===== config.mk =====
export PLATFORM = sky130hd
export DESIGN_NAME = dmachan_regs
export DESIGN_NICKNAME = d
export VERILOG_FILES = /design/src/rtl/dmachan_pkg.sv /design/src/rtl/dmachan_decode.sv /design/src/rtl/dmachan_addr64.sv /design/src/rtl/dmachan_ctrl.sv /design/src/rtl/dmachan_regs.sv
export SDC_FILE = /design/constraint.sdc
export NUM_CORES = 1
export LEC_CHECK = 0
export BUFFER_PORTS_ARGS = -buffer_cell sky130_fd_sc_hd__buf_2
export CORE_AREA = 2 2 165 167
export CTS_BUF_LIST = sky130_fd_sc_hd__clkbuf_4
export DETAILED_ROUTE_END_ITERATION = 6
export DIE_AREA = 0 0 167 169
export GPL_TIMING_DRIVEN = 0
export HOLD_SLACK_MARGIN = 0.15
export PLACE_DENSITY = 0.78
export SLEW_MARGIN = 10
export SYNTH_ARGS = -nofsm -noshare
export SYNTH_HDL_FRONTEND = slang
export SYNTH_HIERARCHICAL = 1
export SYNTH_SLANG_ARGS = --single-unit

===== constraint.sdc =====
create_clock -name clk -period 3.5 [get_ports clk]
set_input_delay 0.525 -clock clk [delete_from_list [all_inputs] [get_ports clk]]
set_output_delay 0.525 -clock clk [all_outputs]
set_load 0.1 [all_outputs]

===== src/rtl/dmachan_pkg.sv =====
package dmachan_pkg;

    typedef enum logic [1:0] {
        SZ_B1 = 2'd0,
        SZ_B2 = 2'd1,
        SZ_B4 = 2'd2,
        SZ_B8 = 2'd3
    } acc_size_e;

    typedef enum logic [3:0] {
        T_NONE,
        T_CTRL,
        T_STAT,
        T_CHAIN,
        T_CHAIN_HI,
        T_CMD,
        T_CMPL,
        T_CMPL_HI,
        T_ERR
    } target_e;

    localparam int OFS_CTRL     = 'h00;
    localparam int OFS_STAT     = 'h08;
    localparam int OFS_CHAIN    = 'h10;
    localparam int OFS_CHAIN_HI = 'h14;
    localparam int OFS_CMD      = 'h18;
    localparam int OFS_CMPL     = 'h20;
    localparam int OFS_CMPL_HI  = 'h24;
    localparam int OFS_ERR      = 'h28;

    localparam int CTRL_INTDIS_BIT = 0;
    localparam int CTRL_CLAIM_BIT  = 8;

    typedef struct packed {
        logic      ok;
        target_e   tgt;
    } dec_t;

    function automatic logic size_legal(target_e t, logic wr, acc_size_e sz);
        case (t)
            T_CTRL:               return sz == SZ_B2;
            T_STAT:               return !wr && sz == SZ_B8;
            T_CHAIN, T_CMPL:      return sz == SZ_B8 || sz == SZ_B4;
            T_CHAIN_HI, T_CMPL_HI: return sz == SZ_B4;
            T_CMD:                return sz == SZ_B1;
            T_ERR:                return sz == SZ_B4;
            default:              return 1'b0;
        endcase
    endfunction

    function automatic logic [63:0] addr_view(logic [63:0] a, logic hi, logic full);
        if (full)    return a;
        else if (hi) return {32'h0, a[63:32]};
        else         return {32'h0, a[31:0]};
    endfunction

endpackage


===== src/rtl/dmachan_decode.sv =====
module dmachan_decode
    import dmachan_pkg::*;
#(
    parameter int ADDR_W = 6
) (
    input  logic              write,
    input  logic [ADDR_W-1:0] addr,
    input  logic [1:0]        size,
    output dec_t              dec
);
    target_e t;

    always_comb begin
        case (addr)
            ADDR_W'(OFS_CTRL):     t = T_CTRL;
            ADDR_W'(OFS_STAT):     t = T_STAT;
            ADDR_W'(OFS_CHAIN):    t = T_CHAIN;
            ADDR_W'(OFS_CHAIN_HI): t = T_CHAIN_HI;
            ADDR_W'(OFS_CMD):      t = T_CMD;
            ADDR_W'(OFS_CMPL):     t = T_CMPL;
            ADDR_W'(OFS_CMPL_HI):  t = T_CMPL_HI;
            ADDR_W'(OFS_ERR):      t = T_ERR;
            default:               t = T_NONE;
        endcase
        dec.tgt = t;
        dec.ok  = size_legal(t, write, acc_size_e'(size));
    end

    // an unmapped offset is never accepted
    always_comb begin
        assert_unmapped_refused_R9: assert (!(dec.tgt == T_NONE && dec.ok));
    end
endmodule


===== src/rtl/dmachan_addr64.sv =====
module dmachan_addr64 #(
    parameter logic [63:0] RST_VAL = 64'h0
) (
    input  logic        clk,
    input  logic        rst,
    input  logic        wr_full,
    input  logic        wr_lo,
    input  logic        wr_hi,
    input  logic [63:0] wdata,
    output logic [63:0] q
);
    always_ff @(posedge clk) begin
        if (rst)          q <= RST_VAL;
        else if (wr_full) q <= wdata;
        else if (wr_lo)   q <= {q[63:32], wdata[31:0]};
        else if (wr_hi)   q <= {wdata[31:0], q[31:0]};
    end

    assert_lo_keeps_hi_R4: assert property (@(posedge clk) disable iff (rst)
        wr_lo && !wr_full |=> q[63:32] == $past(q[63:32]));
    assert_hi_keeps_lo_R4: assert property (@(posedge clk) disable iff (rst)
        wr_hi && !wr_full && !wr_lo |=> q[31:0] == $past(q[31:0]));
endmodule


===== src/rtl/dmachan_ctrl.sv =====
module dmachan_ctrl
    import dmachan_pkg::*;
#(
    parameter logic [15:0] CTRL_RST = 16'h0001,
    parameter int          ERR_W    = 32,
    parameter int          CMD_W    = 8
) (
    input  logic             clk,
    input  logic             rst,
    input  logic             wr_ctrl,
    input  logic             rd_ctrl,
    input  logic             wr_cmd,
    input  logic             wr_err,
    input  logic [15:0]      wdata_ctrl,
    input  logic [CMD_W-1:0] wdata_cmd,
    input  logic [ERR_W-1:0] wdata_err,
    input  logic [ERR_W-1:0] err_set,
    output logic [15:0]      ctrl_q,
    output logic [CMD_W-1:0] cmd_q,
    output logic [ERR_W-1:0] err_q,
    output logic             strobe
);
    logic [15:0] ctrl_next;

    always_comb begin
        ctrl_next = wdata_ctrl;
        ctrl_next[CTRL_INTDIS_BIT] = wdata_ctrl[CTRL_INTDIS_BIT] ? 1'b0
                                                                 : ctrl_q[CTRL_INTDIS_BIT];
    end

    always_ff @(posedge clk) begin
        if (rst) begin
            ctrl_q <= CTRL_RST;
        end else if (wr_ctrl) begin
            ctrl_q <= ctrl_next;
        end else if (rd_ctrl) begin
            ctrl_q[CTRL_CLAIM_BIT] <= 1'b1;
        end
    end

    always_ff @(posedge clk) begin
        if (rst) begin
            cmd_q  <= '0;
            strobe <= 1'b0;
        end else begin
            strobe <= wr_cmd;
            if (wr_cmd) cmd_q <= wdata_cmd;
        end
    end

    always_ff @(posedge clk) begin
        if (rst)         err_q <= '0;
        else if (wr_err) err_q <= (err_q & ~wdata_err) | err_set;
        else             err_q <= err_q | err_set;
    end

    assert_claim_after_read_R1: assert property (@(posedge clk) disable iff (rst)
        rd_ctrl && !wr_ctrl |=> ctrl_q[CTRL_CLAIM_BIT]);
    assert_intdis_cleared_R2: assert property (@(posedge clk) disable iff (rst)
        wr_ctrl && wdata_ctrl[CTRL_INTDIS_BIT] |=> !ctrl_q[CTRL_INTDIS_BIT]);
    assert_strobe_follows_write_R7: assert property (@(posedge clk) disable iff (rst)
        strobe |-> $past(wr_cmd));
    assert_w1c_R8: assert property (@(posedge clk) disable iff (rst)
        wr_err |=> (err_q & $past(wdata_err) & ~$past(err_set)) == '0);
endmodule


===== src/rtl/dmachan_regs.sv =====
module dmachan_regs
    import dmachan_pkg::*;
#(
    parameter int          ADDR_W   = 6,
    parameter logic [15:0] CTRL_RST = 16'h0001
) (
    input  logic              clk,
    input  logic              rst,
    input  logic              req_valid,
    input  logic              req_write,
    input  logic [ADDR_W-1:0] req_addr,
    input  logic [1:0]        req_size,
    input  logic [63:0]       req_wdata,
    output logic              rsp_valid,
    output logic [63:0]       rsp_rdata,
    output logic              rsp_err,
    input  logic              busy_i,
    input  logic [63:0]       status_i,
    input  logic [31:0]       err_set_i,
    output logic [15:0]       ctrl_o,
    output logic [63:0]       chain_addr_o,
    output logic [63:0]       cmpl_addr_o,
    output logic [7:0]        command_o,
    output logic [31:0]       error_o,
    output logic              cmd_strobe_o
);
    localparam int N_ADDR = 2;

    dec_t dec;
    logic acc_wr, acc_rd, full_sz;
    logic [N_ADDR-1:0] sel_lo, sel_hi, w_full, w_lo, w_hi;
    logic [63:0] addr_q [N_ADDR];
    logic [63:0] rd_val;

    dmachan_decode #(.ADDR_W(ADDR_W)) u_dec (
        .write (req_write),
        .addr  (req_addr),
        .size  (req_size),
        .dec   (dec)
    );

    assign acc_wr  = req_valid && dec.ok && req_write;
    assign acc_rd  = req_valid && dec.ok && !req_write;
    assign full_sz = acc_size_e'(req_size) == SZ_B8;

    assign sel_lo = {dec.tgt == T_CMPL,    dec.tgt == T_CHAIN};
    assign sel_hi = {dec.tgt == T_CMPL_HI, dec.tgt == T_CHAIN_HI};

    for (genvar i = 0; i < N_ADDR; i++) begin : g_addr
        assign w_full[i] = acc_wr && sel_lo[i] && full_sz;
        assign w_lo[i]   = acc_wr && sel_lo[i] && !full_sz;
        assign w_hi[i]   = acc_wr && sel_hi[i];
        dmachan_addr64 u_reg (
            .clk     (clk),
            .rst     (rst),
            .wr_full (w_full[i]),
            .wr_lo   (w_lo[i]),
            .wr_hi   (w_hi[i]),
            .wdata   (req_wdata),
            .q       (addr_q[i])
        );
    end

    assign chain_addr_o = addr_q[0];
    assign cmpl_addr_o  = addr_q[1];

    dmachan_ctrl #(.CTRL_RST(CTRL_RST), .ERR_W(32), .CMD_W(8)) u_ctrl (
        .clk        (clk),
        .rst        (rst),
        .wr_ctrl    (acc_wr && dec.tgt == T_CTRL),
        .rd_ctrl    (acc_rd && dec.tgt == T_CTRL),
        .wr_cmd     (acc_wr && dec.tgt == T_CMD),
        .wr_err     (acc_wr && dec.tgt == T_ERR),
        .wdata_ctrl (req_wdata[15:0]),
        .wdata_cmd  (req_wdata[7:0]),
        .wdata_err  (req_wdata[31:0]),
        .err_set    (err_set_i),
        .ctrl_q     (ctrl_o),
        .cmd_q      (command_o),
        .err_q      (error_o),
        .strobe     (cmd_strobe_o)
    );

    always_comb begin
        case (dec.tgt)
            T_CTRL:     rd_val = {48'h0, ctrl_o};
            T_STAT:     rd_val = (status_i & ~64'h1) | {63'h0, ~busy_i};
            T_CHAIN:    rd_val = addr_view(addr_q[0], 1'b0, full_sz);
            T_CHAIN_HI: rd_val = addr_view(addr_q[0], 1'b1, 1'b0);
            T_CMD:      rd_val = {56'h0, command_o};
            T_CMPL:     rd_val = addr_view(addr_q[1], 1'b0, full_sz);
            T_CMPL_HI:  rd_val = addr_view(addr_q[1], 1'b1, 1'b0);
            T_ERR:      rd_val = {32'h0, error_o};
            default:    rd_val = '0;
        endcase
    end

    always_ff @(posedge clk) begin
        if (rst) begin
            rsp_valid <= 1'b0;
            rsp_err   <= 1'b0;
            rsp_rdata <= '0;
        end else begin
            rsp_valid <= req_valid;
            rsp_err   <= req_valid && !dec.ok;
            rsp_rdata <= acc_rd ? rd_val : '0;
        end
    end

    assert_status_busy_bit_R3: assert property (@(posedge clk) disable iff (rst)
        $past(acc_rd) && $past(dec.tgt) == T_STAT |-> rsp_rdata[0] == !$past(busy_i));
    assert_refused_no_change_R9: assert property (@(posedge clk) disable iff (rst)
        rsp_err |-> $stable(chain_addr_o) && $stable(cmpl_addr_o) &&
                    $stable(ctrl_o) && $stable(command_o) && !cmd_strobe_o);
    assert_refused_zero_data_R9: assert property (@(posedge clk) disable iff (rst)
        rsp_err |-> rsp_rdata == '0);
    assert_response_timing_R10: assert property (@(posedge clk) disable iff (rst)
        req_valid |=> rsp_valid);
    assert_err_implies_valid_R10: assert property (@(posedge clk) disable iff (rst)
        rsp_err |-> rsp_valid);
endmodule


Word-level counts from Yosys, hierarchy flattened
Index checks and enable logic that the tools add are counted.
{"block": "word_totals", "reg_bits": 251, "inputBits": 173, "output_inout_bits": 251, "word_cells": 88}
{"block": "classes", "n_eq_ne": 20, "muxes": 14, "bitwise_logic": 7, "reduce_logical": 34}
{"cell": "two-way mux 64 bit", "count": 8}
{"cell": "one-hot mux 64 bit (8 select lines)", "count": 1}
{"cell": "OR 32 bit", "count": 2}
{"cell": "OR 64 x 1 -> 64 bit", "count": 1}
{"cell": "AND 32 bit", "count": 1}
{"cell": "two-way mux 32 bit", "count": 1}
{"cell": "NOT 32 bit", "count": 1}
{"cell": "one-hot mux 4 bit (8 select lines)", "count": 1}
{"cell": "equality test 6 x 5 -> 1 bit (second input constant)", "count": 3}
{"cell": "equality test 6 bit (second input constant)", "count": 3}
{"cell": "logical AND 1 bit", "count": 17}
{"cell": "equality test 4 x 3 -> 1 bit (second input constant)", "count": 4}
{"cell": "nonzero test 2 bit", "count": 5}
{"cell": "equality test 4 x 2 -> 1 bit (second input constant)", "count": 2}
{"cell": "equality test 6 x 4 -> 1 bit (second input constant)", "count": 1}
{"cell": "logical NOT 6 bit", "count": 1}
{"cell": "AND reduction 2 bit", "count": 3}
{"cell": "one-hot mux 1 bit (5 select lines)", "count": 1}
{"cell": "equality test 2 bit (second input constant)", "count": 2}
{"cell": "equality test 4 x 1 -> 1 bit (second input constant)", "count": 1}
{"cell": "equality test 4 bit (second input constant)", "count": 1}
{"cell": "!= test 2 x 1 -> 1 bit (second input constant)", "count": 2}
{"cell": "OR reduction 2 bit", "count": 2}
{"cell": "logical NOT 1 bit", "count": 3}
{"cell": "other kinds (6)", "count": 8}

Logic depth before layout (Yosys ltp)
{"block": "logic_depth", "depth_word": 11, "depth_mapped": 16}

Hierarchy
The synthesis kept the hierarchy.
{"mod": "dmachan_addr64", "n_inst": 2, "cells_per_inst": 355, "area_each_um2": 2756.4, "seq_area_each_um2": 1281.2}
{"mod": "dmachan_regs", "n_inst": 1, "cells_per_inst": 609, "area_each_um2": 5142.4, "seq_area_each_um2": 1321.3}
{"mod": "dmachan_ctrl", "n_inst": 1, "cells_per_inst": 215, "area_each_um2": 2077.0, "seq_area_each_um2": 1141.1}
{"mod": "dmachan_decode", "n_inst": 1, "cells_per_inst": 42, "area_each_um2": 289.0, "seq_area_each_um2": 0.0}

Least setup slack after synthesis
No wires, ideal clock.
{"block": "synth_path", "kind": "input -> register", "from": "input req_addr[5]", "to": "register g_addr[0].u_reg.q[33]", "arrival_ns": 2.924, "required_ns": 3.378, "setup_slack_ns": 0.454, "stages": 15, "path_buffers": 7, "path_cell_list": "buf_2 nor3b_2 nand2_1 a21oi_1 buf_4 clkbuf_1 clkbuf_1 buf_2 nand4_1 a21oi_1 nand2b_1 buf_6 buf_2 nand2_1 o311a_1"}
{"element": "start: declaration", "line": "dmachan_regs.sv:11", "source": "input logic [ADDR_W-1:0] req_addr,"}
{"element": "end signal: assignment", "line": "dmachan_addr64.sv:14", "source": "else if (wr_full) q <= wdata;"}
{"element": "end signal: assignment", "line": "dmachan_addr64.sv:15", "source": "else if (wr_lo) q <= {q[63:32], wdata[31:0]};"}
{"element": "end signal: assignment", "line": "dmachan_addr64.sv:16", "source": "else if (wr_hi) q <= {wdata[31:0], q[31:0]};"}
{"element": "end: declaration", "line": "dmachan_addr64.sv:10", "source": "output logic [63:0] q"}

==> summary.txt <==
Sink Count: 251
WL met1: 22.7 mm
Post-Place Cells: 2336
Peak supply drop: 0.000282 V
Die ar.: 28200 sq um
TritonCTS clock tree: yes
Data required, critical path: 4050 ps
Routed vias/inst: 6.19
Max Cap Viol: 0
Clock transition at path regs: 70 ps
Reg2Reg Depth: 3
CP max-delay cell: clkbuf_1
# nets final: 2340
CTS max path bufs: 3
Hold EP: g_addr[0].u_reg/q[36]
Post-Synthesis Cells: 1576
H-tree levels: 3
Core box area: 26500 sq um
Layout cells sized above 1: 0.293
Worst-case clock skew: 33.0 ps
Pleak: 8.05 nW
Finished Layout Cells: 2547
Initial Util: 0.491
Run status: finished clean
Top routing layer used: met5
Drt first pass iters: 6
Worst R2R Setup Slack: 2130 ps
Vias in the first global route: 15323
Syn Nets: 1749
Seq cells post-synth: 251
Synth Flop Type: dfxtp_1
DRT iter0 DRCs: 1945
Chip Width: 167 microns
RSZ-0062 raised after global routing: false
WL met2: 28.1 mm
Most frequent cells in the layout: buf_2, dfxtp_1, nand2_1
Critical R2R Launch: u_ctrl/err_q[29]
Filler cells: 2251
Skew-Pair Late Insertion Delay: 690 ps
Final period util: 0.977
GRT Total Usage: 0.429
WHS Path Cells: 4
Max-slew violation count: 0
Hold Violations, Final: 0
CP max FO: 10
Antenna violations before repair: 2
HPWL after DPL: 44.1 mm
Global-route wire length before repair: 91.4 mm
CP bufs+invs: 7
Hold Crit Class: input pin to flip-flop
Largest net degree at the start of global routing: 11
Drt total wl: 63.4 mm
Maximum clock frequency: 292 MHz
Slowest stage delay, CP: 610 ps
Slew of the pin with the lowest slew margin: 1230 ps
RePlAce Congestion: 0.950
Most common cell after layout, fill and taps aside: buf_2
Cell family with most CP delay: buffers and inverters
WS Path Type: input pin to flip-flop
Place WS: -613 ps
# Post-CTS Setup Buffers: 0
Worst Setup Slack, final: 80.0 ps
CP Cell Sequence: buf_2 > buf_6 > nor4b_1 > o31a_1 > buf_4 > buf_2 > clkbuf_1 > nand4_1 > a21oi_1 > nand2b_1 > buf_6 > buf_2 > nand2_1 > o311a_1
Worst setup SP type: input pin
Via count: 15765
PwrDens: 366 nW/um^2
Rows: 60
Ports: 424
Warnings, synthesis: 6
Arr. time, crit path: 3970 ps
Metal3 WL: 7.77 mm
EDFF count, synth: 0
Buffers on Ports: 419
Sequential area share after synthesis: 0.386
Hold path startpoint: req_wdata[36]
Gr ovfl total: 0
DRC violations left: 0
Slew headroom: 0.179
Asr flop ratio synth: 0
ANT nets after route: 0
Critical R2R Capture: u_ctrl/err_q[29]
CTS root buf: clkbuf_4
Area delta synth->final: 33.6%
Netlist cell types: 56
Worst setup startpoint: req_addr[2]
Minimum clock period after layout: 3420 ps
Height of the die: 169 microns
WL/cell: 24.9 microns
Crit path capture type: flip-flop
Synth Cell Area: 13000 sq um
Setup-failing EPs final: 0
Num CTS Buffers: 69
Most used cell along the critical path: buf_2
Syn avg cell area: 8.26 sq um
## repair_timing
action,in CTS,in global routing
gates resized for setup,0,5
hold buffers,104,0
hold endpoints to repair,124,0
endpoints found under the setup margin,0,103
## cells in the mapped netlist, types with 11 or more instances
cell      instances  area [sq um]
nand2_1         235           882
nand4b_1         23           201
mux2_2           19           214
buf_2            54           270
o311a_1          64           641
nand3b_1         67           503
o21ai_0          31           155
nor2b_1          11          68.8
or4bb_1          21           236
and3b_1          39           342
a22oi_1          16           120
a21o_1           55           413
a31oi_1          25           156
mux2i_1          45           450
a311oi_1         32           280
inv_1            98           368
nor3b_1          14           105
dfxtp_1         251          5020
clkbuf_1         49           184
nor2_1          130           488
a21oi_1         170           851
buf_6            30           338
and3_1           13          81.3
## layout make-up
| class | instances | area (sq um) | share of cell area |
|---|---|---|---|
| repair buffers | 523 | 3140 | 0.180 |
| inverters | 98 | 368 | 0.0211 |
| plain buffers | 150 | 897 | 0.0516 |
| clock inverters | 13 | 88.8 | 0.00511 |
| clock buffers | 96 | 721 | 0.0414 |
| well taps | 341 | 427 | 0.0245 |
| multi-input cells | 1074 | 6730 | 0.387 |
| diodes | 1 | 2.50 | 0.000144 |
| flip-flops and latches | 251 | 5020 | 0.289 |
## cells by family (layout without fill, tap and decap cells)
group           after synthesis  count (layout)  synth area share
xor+xnor                      2               2           0.00135
mux                          64              64            0.0510
flops                       251             251             0.386
simple gates                589             589             0.245
compound gates              419             419             0.219
buf+inv                     251             880            0.0978
other cells                   0               1                 0
## worst min-delay path: stages
cell	delay [ps]
buf_2	110
inv_1	40
a21oi_1	50
o311a_1	100
## worst max path at each step
stage	end	slack, ps	depth (start not counted)
after floorplan	g_addr[0].u_reg/q[33]	450	15
after global placement	g_addr[0].u_reg/q[3]	-580	13
after detailed placement	g_addr[0].u_reg/q[9]	-610	13
after CTS	g_addr[0].u_reg/q[52]	80	15
after global routing	g_addr[0].u_reg/q[33]	50	14
final	g_addr[0].u_reg/q[52]	80	14
## metrics by stage
| step | hold slack, ps | util | setup TNS (ps) | total power [mW] | area (sq um) |
|---|---|---|---|---|---|
| floorplan | 604 | - | 0 | 3.39 | 13000 |
| global placement | 450 | 0.587 | -71820 | 3.67 | 15500 |
| detailed placement | 455 | 0.587 | -77920 | 3.68 | 15500 |
| CTS | 151 | 0.657 | 0 | 6.33 | 17400 |
| global route | 165 | 0.657 | 0 | 6.56 | 17400 |
| finish | 175 | 0.657 | 0 | 6.37 | 17400 |
## metal layers
layer  up-vias  global-route usage
li1       6762                   -
met1      7308               0.499
met2      1349               0.687
met3       344               0.118
met4         2               0.301
met5         -                   0
## flip-flops by register name (all words and copies together), names as in the netlist
signal          flops
rsp_err             1
u_ctrl/ctrl_q      16
u_ctrl/err_q       32
rsp_valid           1
g_addr.u_reg/q    128
rsp_rdata          64
u_ctrl/cmd_q        8
u_ctrl/strobe       1
## report_power, final
group	internal, mW	leakage (nW)	switching, mW	total [mW]
clock	1.33	0.479	1.30	2.63
sequential	2.88	2.03	0.0253	2.91
combinational	0.269	5.53	0.562	0.831
Power figures use the tool's default switching activity.
